## config.mk

```make
export PLATFORM = sky130hd
export DESIGN_NAME = flash_rd_ecc
export DESIGN_NICKNAME = d
export VERILOG_FILES = /design/src/rtl/flash_rd_ecc_pkg.sv /design/src/rtl/flash_rd_ecc_secded.sv /design/src/rtl/flash_rd_ecc_icv.sv /design/src/rtl/flash_rd_ecc_status.sv /design/src/rtl/flash_rd_ecc.sv
export SDC_FILE = /design/constraint.sdc
export NUM_CORES = 1
export LEC_CHECK = 0
export BUFFER_PORTS_ARGS = -buffer_cell sky130_fd_sc_hd__buf_2
export CAP_MARGIN = 15
export CORE_ASPECT_RATIO = 1.75
export CORE_MARGIN = 2
export CORE_UTILIZATION = 55
export CTS_CLUSTER_SIZE = 12
export DETAILED_ROUTE_END_ITERATION = 7
export GPL_TIMING_DRIVEN = 0
export PLACE_DENSITY_LB_ADDON = 0.15
export SLEW_MARGIN = 20
export SYNTH_ARGS = -nofsm -noshare
export SYNTH_HDL_FRONTEND = slang
export SYNTH_HIERARCHICAL = 1
export SYNTH_SLANG_ARGS = --single-unit
```

## constraint.sdc

```tcl
create_clock -name clk -period 2 [get_ports clk]
set_clock_uncertainty 0.2 [all_clocks]
set_input_delay 0.2 -clock clk [delete_from_list [all_inputs] [get_ports clk]]
set_output_delay 0.2 -clock clk [all_outputs]
set_load 0.03 [all_outputs]
```

## src/rtl/flash_rd_ecc_pkg.sv

```systemverilog
package flash_rd_ecc_pkg;
    localparam int DATA_W = 64;
    localparam int CHK_W  = 8;
    localparam int ICV_W  = 4;
    localparam int HALF_W = DATA_W / 2;
    localparam int NIB_N  = HALF_W / ICV_W;

    typedef logic [DATA_W-1:0]            data_t;
    typedef logic [CHK_W-1:0]             chk_t;
    typedef logic [ICV_W-1:0]             icv_t;
    typedef logic [DATA_W-1:0][CHK_W-1:0] cols_t;

    // Odd-weight columns, lowest weight first, ascending value within a weight.
    function automatic cols_t hsiao_cols();
        cols_t c = '0;
        int    n = 0;
        for (int w = 3; w <= CHK_W; w += 2) begin
            for (int v = 0; v < (1 << CHK_W); v++) begin
                if ($countones(v[CHK_W-1:0]) == w && n < DATA_W) begin
                    c[n] = v[CHK_W-1:0];
                    n++;
                end
            end
        end
        return c;
    endfunction

    localparam cols_t HCOLS = hsiao_cols();

    function automatic chk_t hsiao_enc(data_t d);
        chk_t c = '0;
        for (int i = 0; i < DATA_W; i++) begin
            for (int j = 0; j < CHK_W; j++) begin
                if (HCOLS[i][j]) c[j] = c[j] ^ d[i];
            end
        end
        return c;
    endfunction

    function automatic icv_t icv_fold(data_t d);
        logic [HALF_W-1:0] x;
        icv_t r = '0;
        x = d[HALF_W-1:0] ^ d[DATA_W-1:HALF_W];
        for (int k = 0; k < NIB_N; k++) r = r ^ x[k*ICV_W +: ICV_W];
        return r;
    endfunction
endpackage

```

## src/rtl/flash_rd_ecc_secded.sv

```systemverilog
module flash_rd_ecc_secded
    import flash_rd_ecc_pkg::*;
(
    input  data_t data_i,
    input  chk_t  chk_i,
    output data_t data_o,
    output logic  single_o,
    output logic  uncorr_o
);
    chk_t              syn;
    logic [DATA_W-1:0] hit;
    logic              chk_hit;

    assign syn = hsiao_enc(data_i) ^ chk_i;

    // A match with any data column implies an odd-weight syndrome.
    for (genvar i = 0; i < DATA_W; i++) begin : g_col
        assign hit[i] = (syn == HCOLS[i]);
    end

    assign chk_hit = $onehot(syn);

    always_comb begin
        data_o   = data_i ^ hit;
        single_o = (|hit) || chk_hit;
        uncorr_o = (syn != '0) && !single_o;
    end
endmodule

```

## src/rtl/flash_rd_ecc_icv.sv

```systemverilog
module flash_rd_ecc_icv
    import flash_rd_ecc_pkg::*;
(
    input  data_t data_i,
    input  icv_t  icv_i,
    output logic  mismatch_o
);
    assign mismatch_o = (icv_fold(data_i) != icv_i);
endmodule

```

## src/rtl/flash_rd_ecc_status.sv

```systemverilog
module flash_rd_ecc_status #(
    parameter int ADDR_W = 16,
    parameter int CNT_W  = 8
) (
    input  logic              clk,
    input  logic              rst_n,
    input  logic              evt_valid_i,
    input  logic              evt_single_i,
    input  logic              evt_bad_i,
    input  logic [ADDR_W-1:0] addr_i,
    input  logic              mode_i,
    input  logic              clr_i,
    output logic [CNT_W-1:0]  cnt_o,
    output logic              flag_o,
    output logic [ADDR_W-1:0] addr_o,
    output logic              alert_o
);
    localparam logic [CNT_W-1:0] CNT_MAX = {CNT_W{1'b1}};

    typedef struct packed {
        logic [CNT_W-1:0]  cnt;
        logic              flag;
        logic [ADDR_W-1:0] addr;
        logic              alert;
        logic              fatal;
    } stat_t;

    stat_t st_d, st_q;

    always_comb begin
        st_d = st_q;
        if (evt_valid_i && evt_single_i && st_q.cnt != CNT_MAX) st_d.cnt = st_q.cnt + 1'b1;
        if (clr_i) st_d.flag = 1'b0;
        if (clr_i && mode_i && !st_q.fatal) st_d.alert = 1'b0;
        if (evt_valid_i && evt_bad_i) begin
            st_d.flag  = 1'b1;
            st_d.alert = 1'b1;
            if (!mode_i) st_d.fatal = 1'b1;
            if (!st_q.flag || clr_i) st_d.addr = addr_i;
        end
    end

    always_ff @(posedge clk or negedge rst_n) begin
        if (!rst_n) st_q <= '0;
        else        st_q <= st_d;
    end

    assign cnt_o   = st_q.cnt;
    assign flag_o  = st_q.flag;
    assign addr_o  = st_q.addr;
    assign alert_o = st_q.alert;
endmodule

```

## src/rtl/flash_rd_ecc.sv

```systemverilog
module flash_rd_ecc
    import flash_rd_ecc_pkg::*;
#(
    parameter int ADDR_W = 16,
    parameter int CNT_W  = 8
) (
    input  logic              clk,
    input  logic              rst_n,
    input  logic              rd_valid,
    input  logic [ADDR_W-1:0] rd_addr,
    input  logic              ecc_en,
    input  logic [63:0]       raw_data,
    input  logic [7:0]        raw_chk,
    input  logic [3:0]        raw_icv,
    input  logic              alert_mode,
    input  logic              sw_clr,
    output logic              rsp_valid,
    output logic [63:0]       rsp_data,
    output logic              rsp_err,
    output logic              alert,
    output logic [CNT_W-1:0]  corr_cnt,
    output logic              uncorr_flag,
    output logic [ADDR_W-1:0] err_addr
);
    typedef struct packed {
        logic  valid;
        logic  err;
        data_t data;
    } rsp_t;

    rsp_t  rsp_d, rsp_q;
    data_t fixed;
    logic  single, uncorr, icv_bad, bad, evt_valid;

    flash_rd_ecc_secded u_secded (
        .data_i   (raw_data),
        .chk_i    (raw_chk),
        .data_o   (fixed),
        .single_o (single),
        .uncorr_o (uncorr)
    );

    flash_rd_ecc_icv u_icv (
        .data_i     (fixed),
        .icv_i      (raw_icv),
        .mismatch_o (icv_bad)
    );

    assign bad       = uncorr || icv_bad;
    assign evt_valid = rd_valid && ecc_en;

    always_comb begin
        rsp_d       = rsp_q;
        rsp_d.valid = rd_valid;
        rsp_d.err   = evt_valid && bad;
        if (rd_valid) begin
            if (!ecc_en)  rsp_d.data = raw_data;
            else if (bad) rsp_d.data = '0;
            else          rsp_d.data = fixed;
        end
    end

    always_ff @(posedge clk or negedge rst_n) begin
        if (!rst_n) rsp_q <= '0;
        else        rsp_q <= rsp_d;
    end

    flash_rd_ecc_status #(.ADDR_W(ADDR_W), .CNT_W(CNT_W)) u_status (
        .clk          (clk),
        .rst_n        (rst_n),
        .evt_valid_i  (evt_valid),
        .evt_single_i (single),
        .evt_bad_i    (bad),
        .addr_i       (rd_addr),
        .mode_i       (alert_mode),
        .clr_i        (sw_clr),
        .cnt_o        (corr_cnt),
        .flag_o       (uncorr_flag),
        .addr_o       (err_addr),
        .alert_o      (alert)
    );

    assign rsp_valid = rsp_q.valid;
    assign rsp_err   = rsp_q.err;
    assign rsp_data  = rsp_q.data;
endmodule

```

After elaboration in Yosys (flattened, before gate mapping)
Index checks and enable logic that the tools add are counted.
{"block": "op_classes", "n_addsub": 8, "n_eq_ne": 67, "n_bitwise": 210, "mux": 7, "reduce_logical": 19}
{"operator": "1-bit XOR", "n": 199}
{"operator": "8-bit equality test (second input constant)", "n": 21}
{"operator": "8-bit by 7-bit equality test with 1-bit output (second input constant)", "n": 17}
{"operator": "64-bit two-way mux", "n": 2}
{"operator": "8-bit by 6-bit equality test with 1-bit output (second input constant)", "n": 15}
{"operator": "64-bit OR reduction", "n": 1}
{"operator": "64-bit XOR", "n": 1}
{"operator": "8-bit by 5-bit equality test with 1-bit output (second input constant)", "n": 7}
{"operator": "32-bit XOR", "n": 1}
{"operator": "4-bit XOR", "n": 7}
{"operator": "8-bit by 4-bit equality test with 1-bit output (second input constant)", "n": 3}
{"operator": "19-bit two-way mux", "n": 1}
{"operator": "16-bit two-way mux", "n": 1}
{"operator": "4-bit adder", "n": 3}
{"operator": "1-bit by 1-bit adder with 2-bit output", "n": 4}
{"operator": "8-bit by 1-bit adder with 8-bit output (second input constant)", "n": 1}
{"operator": "8-bit by 3-bit equality test with 1-bit output (second input constant)", "n": 1}
{"operator": "8-bit inequality test (second input constant)", "n": 1}
{"operator": "8-bit nonzero test", "n": 1}
{"operator": "8-bit XOR", "n": 1}
{"operator": "1-bit logical AND", "n": 7}
{"operator": "4-bit by 1-bit equality test with 1-bit output (second input constant)", "n": 1}
{"operator": "4-bit inequality test", "n": 1}
{"operator": "2-bit AND reduction", "n": 2}
{"operator": "5 further kinds", "n": 12}
{"block": "totals", "word_cells": 319, "out_inout_bits": 92, "reg_bits": 93}

Logic depth before layout (Yosys ltp)
{"block": "depth", "depth_word": 42, "mapped_depth": 25}

Hierarchy
Netlist, hierarchy kept.
{"mod": "flash_rd_ecc", "seq_area_each_um2": 1651.6, "n_inst": 1, "area_per_inst_um2": 3631.0, "cells_per_inst": 367}
{"mod": "flash_rd_ecc_secded", "seq_area_each_um2": 0.0, "n_inst": 1, "area_per_inst_um2": 3276.9, "cells_per_inst": 417}
{"mod": "flash_rd_ecc_status", "seq_area_each_um2": 675.6, "n_inst": 1, "area_per_inst_um2": 1266.2, "cells_per_inst": 104}
{"mod": "flash_rd_ecc_icv", "seq_area_each_um2": 0.0, "n_inst": 1, "area_per_inst_um2": 586.8, "cells_per_inst": 61}

Least setup slack after synthesis
Ideal clock, no wire load.
{"block": "synth_path", "path_type": "input -> register", "start": "input raw_data[56]", "end": "register u_status.st_q (netlist bit u_status/addr_o[10])", "path_stages": 24, "n_path_buf": 5, "arrival_time_ns": 6.080, "setup_slack_ns": -4.405, "path_cell_list": "xnor3_2 -> xnor3_2 -> xnor3_1 -> xnor3_2 -> buf_4 -> buf_2 -> fa_1 -> nor2_1 -> ha_1 -> inv_1 -> fa_1 -> nor2b_1 -> a31oi_1 -> nor3_1 -> or4_4 -> nor4_2 -> and4b_1 -> buf_6 -> buf_2 -> or2_1 -> nand2_1 -> a21oi_2 -> buf_4 -> mux2_2"}
{"block": "synth_via", "word_cells_on_any_way": 123, "cone_classes": "add/sub: 6; eq/ne: 66; bitwise: 43; reduce/logical: 8"}
{"item": "start: declaration", "line_no": "flash_rd_ecc.sv:12", "source": "input logic [63:0] raw_data,"}
{"item": "1-bit XOR (7 in series)", "line_no": "flash_rd_ecc_pkg.sv:34", "source": "if (HCOLS[i][j]) c[j] = c[j] ^ d[i];"}
{"item": "8-bit XOR *", "line_no": "flash_rd_ecc_secded.sv:14", "source": "assign syn = hsiao_enc(data_i) ^ chk_i;"}
{"item": "1-bit by 1-bit adder with 2-bit output (implied by the code)", "line_no": "flash_rd_ecc_secded.sv:21", "source": "assign chk_hit = $onehot(syn);"}
{"item": "4-bit adder (implied by the code) (2 in series)", "line_no": "flash_rd_ecc_secded.sv:21"}
{"item": "4-bit by 1-bit equality test with 1-bit output", "line_no": "flash_rd_ecc_secded.sv:21"}
{"item": "1-bit logical OR", "line_no": "flash_rd_ecc_secded.sv:25", "source": "single_o = (|hit) || chk_hit;"}
{"item": "1-bit logical NOT", "line_no": "flash_rd_ecc_secded.sv:26", "source": "uncorr_o = (syn != '0) && !single_o;"}
{"item": "1-bit logical AND *", "line_no": "flash_rd_ecc_secded.sv:26"}
{"item": "via uncorr", "line_no": "flash_rd_ecc.sv:33", "source": "logic single, uncorr, icv_bad, bad, evt_valid;"}
{"item": "1-bit logical OR *", "line_no": "flash_rd_ecc.sv:49", "source": "assign bad = uncorr || icv_bad;"}
{"item": "via bad", "line_no": "flash_rd_ecc.sv:33"}
{"item": "1-bit logical AND *", "line_no": "flash_rd_ecc_status.sv:35", "source": "if (evt_valid_i && evt_bad_i) begin"}
{"item": "2-bit AND reduction (no source line) *"}
{"item": "end signal: assignment", "line_no": "flash_rd_ecc_status.sv:45", "source": "else st_q <= st_d;"}
{"item": "end: declaration", "line_no": "flash_rd_ecc_status.sv:28", "source": "stat_t st_d, st_q;"}
Mark *: on every way through the listed nets, which the timed path passes. The rest lies on a longest branch.
A chain may end at the register's enable or synchronous reset.

Final worst setup path
{"block": "layout_path", "start": "input raw_data[62]", "end": "register u_status.st_q (netlist bit u_status/addr_o[6])"}
{"block": "layout_via", "word_cells_on_any_way": 99, "cone_classes": "add/sub: 6; eq/ne: 66; bitwise: 19; reduce/logical: 8"}
{"item": "1-bit XOR (2 in series)", "line_no": "flash_rd_ecc_pkg.sv:34"}
{"item": "8-bit XOR *", "line_no": "flash_rd_ecc_secded.sv:14"}
{"item": "1-bit by 1-bit adder with 2-bit output (implied by the code)", "line_no": "flash_rd_ecc_secded.sv:21"}
{"item": "4-bit adder (implied by the code) (2 in series)", "line_no": "flash_rd_ecc_secded.sv:21"}
{"item": "4-bit by 1-bit equality test with 1-bit output", "line_no": "flash_rd_ecc_secded.sv:21"}
{"item": "1-bit logical OR", "line_no": "flash_rd_ecc_secded.sv:25"}
{"item": "1-bit logical NOT", "line_no": "flash_rd_ecc_secded.sv:26"}
{"item": "1-bit logical AND *", "line_no": "flash_rd_ecc_secded.sv:26"}
{"item": "via uncorr", "line_no": "flash_rd_ecc.sv:33"}
{"item": "1-bit logical OR *", "line_no": "flash_rd_ecc.sv:49"}
{"item": "via bad", "line_no": "flash_rd_ecc.sv:33"}
{"item": "1-bit logical AND *", "line_no": "flash_rd_ecc_status.sv:35"}
{"item": "2-bit AND reduction (no source line) *"}
Marks and branches as above.

==> out/qor.txt <==
Outcome: finished, violations left
Failing checks: hold timing, setup timing
Synthesis warning total: 6
Clk pin slew, worst setup/hold paths: 0.07 ns
Met1 Usage GRT: 40.3%
Mean Syn Cell Area: 9.23 sq um
CTS root buf: clkbuf_16
CP endpoint kind: register
Number of port buffers: 188
Initial antenna violation count: 0
Top_reg_cell synth: dfrtp_1
DR pass1 iterations: 6
Hold Crit Depth: 3
WHS Endpoint: rsp_data[23]
Share of cells above drive strength 1: 32.5%
RSZ-0062 raised after global routing: true
Final setup viols: 92
Total congestion overflow: 0
Part of the cycle the worst path needs: 296%
CTS Buf Count: 9
Later-pin clock latency in the skew report: 0.35 ns
Die W: 99.4 um
Max Clk Rate: 169 MHz
Final #Nets: 1373
CTS Buffer Depth: 2
M2 GR Usage: 71.3%
FF-to-FF setup slack: 0.27 ns
Number of distinct library cells after synthesis: 66
Syn_nets: 1062
CTS sink count: 93
ANT nets after route: 0
Synth top area share: 26.6%
Grt peak-use layer: met2
Final hold vios: 1
Gr usage total: 40.2%
Core area: 15700 sq um
Die Y: 171 um
Pins Over Slew Limit: 0
Asr flop ratio synth: 100%
Crit start category: primary input
Post-DR wirelength/cell: 24.1 um
Max Cap Viol: 0
FF-to-FF End: u_status/cnt_o[1]
Worst-Margin Slew: 0.737 ns
Routing usage on met3: 6.90%
Number of diodes: 0
Largest net degree at the start of global routing: 68
Vias in the first global route: 8660
I/O pins: 190
Slew HR: 50.9%
Number of remaining DRC errors: 0
CP Data Arrival Time: 5.95 ns
FP Rows: 61
Design area: 12000 sq um
Data required, critical path: 2.04 ns
Synth area leaders: dfrtp_1 (27%), xnor2_1 (15%), xor2_1 (9.0%), nand4bb_1 (8.2%), nor2_1 (5.8%)
EDFF count, synth: 0
Worst hold path type: primary input to register
Htree depth: 3
Cell taking the most area after synthesis: dfrtp_1
Final hold slack: -0.00192 ns
Reg2reg path depth: 5
Post-Syn Area: 8760 sq um
Routed via count: 8549
Area Overhead vs Synth: 37.3%
Detailed placement HPWL: 25.3 mm
Dpl cell area: 10100 sq um
Routed WL: 35.0 mm
Kind of critical path: primary input to register
Critical hold path startpoint: raw_data[23]
Vias/cell: 5.88
Routability cong.: 0.995
Ranking of synthesized cells by instance count: xnor2_1 (147), nor2_1 (135), dfrtp_1 (93)
Setup ws final: -3.91 ns
Worst Path Max Fanout: 5
Count leader, synth: xnor2_1
CTS tree: yes
Effective utilization at floorplan: 55.7%
Die ar.: 17000 sq um
Number of synthesized register bits: 93
1st-iter DRT viols: 581
Reg-to-Reg Start: u_status/cnt_o[0]
Post-Syn Instances: 949
Global-route wire length before repair: 50.1 mm
Min cycle time layout: 5.91 ns
Sequential share of the synthesized area: 26.6%
## cell usage in the layout (no fill, tap or decap), types with 5 or more instances in the layout
master,n
a21oi_1,6
a31oi_1,65
buf_12,5
buf_2,204
buf_4,58
buf_6,11
buf_8,14
clkbuf_1,17
clkbuf_16,9
dfrtp_1,93
dlygate4sd3_1,67
ha_1,8
inv_1,14
mux2_4,14
nand2_1,25
nand2b_1,67
nand3_1,13
nand4_1,6
nand4bb_1,57
nand4bb_4,7
nor2_1,134
nor3_1,5
o21ai_0,11
xnor2_1,131
xnor2_2,16
xnor3_1,17
xnor3_2,5
xor2_1,81
xor2_2,10
## final cells by class
cell class | count | area (sq um)
Buffer | 78 | 539
Clock buffer | 14 | 274
Clock inverter | 2 | 16.3
Fill cell | 1147 | 3690
Inverter | 16 | 60.1
Multi-Input combinational cell | 758 | 6400
Sequential cell | 93 | 2330
Tap cell | 189 | 236
Timing Repair Buffer | 304 | 2180
## how the worst max path moves through the flow
stage            startpoint             endpoint  slack [ns]
5_1_grt        raw_data[62]   u_status/addr_o[4]       -3.99
4_1_cts        raw_data[56]  u_status/addr_o[14]       -3.94
2_1_floorplan  raw_data[62]  u_status/addr_o[10]       -3.55
6_report       raw_data[62]   u_status/addr_o[6]       -3.91
3_3_place_gp   raw_data[60]   u_status/addr_o[9]       -4.89
3_5_place_dp   raw_data[54]  u_status/addr_o[14]       -4.90
## critical path, stage by stage
cell and delay (ns):
buf_12 0.11, xnor3_2 0.40, xnor3_2 0.45, xnor3_1 0.23
xnor3_2 0.29, buf_6 0.14, buf_8 0.11, fa_1 0.53
nor2_1 0.06, ha_1 0.32, inv_2 0.05, fa_2 0.38
nor2b_4 0.13, a31oi_2 0.15, nor3_2 0.07, or4_4 0.47
nor4_4 0.26, buf_4 0.18, and4b_2 0.27, buf_8 0.13
buf_6 0.10, or2_4 0.12, nand2_4 0.06, a21oi_4 0.15
buf_12 0.14, buf_8 0.13, mux2_4 0.30
## repair_timing
| action | in CTS | in global routing |
|---|---|---|
| endpoints found under the setup margin | 92 | 92 |
| hold buffers | 67 | 0 |
| pin swaps | 98 | 59 |
| setup buffers | 33 | 12 |
| hold endpoints to repair | 160 | 0 |
| cloned | 5 | 1 |
| resized for setup | 78 | 52 |
## per-layer routing
layer	vias up	part of all wire, %
met5	-	0
met4	0	10
met3	186	6.5
met2	452	50
met1	4083	33
li1	3828	-
## sequential cells by signal, summed over array words and instances (netlist names)
| signal | flops |
|---|---|
| rsp_valid | 1 |
| u_status/st_q | 1 |
| u_status/flag_o | 1 |
| u_status/alert_o | 1 |
| rsp_data | 64 |
| u_status/addr_o | 16 |
| u_status/cnt_o | 8 |
| rsp_err | 1 |
## logic make-up after synthesis
logic type | synth area share (%)
AO/OA/AOI/OAI | 7.88
buffers and inverters | 5.90
flip-flops | 26.6
multiplexers | 2.54
AND/OR/NAND/NOR | 24.5
XOR/XNOR | 30.3
adder cells (fa/ha/maj) | 2.31
## metrics by stage
step	cells	util, %	setup TNS [ns]	hold WS (ns)	setup slack, ns
after detailed placement	1327	63.9	-396.64	-0.116	-4.90
after global routing	1454	76.5	-340.09	0.0178	-3.99
after CTS	1444	74.4	-333.38	0.000647	-3.94
final	1454	76.5	-330.62	-0.00192	-3.91
after floorplan	949	-	-275.65	-0.296	-3.55
after global placement	1326	63.7	-425.81	0.148	-4.89
Power is not shown: default switching activity piles up to over one toggle a cycle in this logic, so the estimate is an artifact.
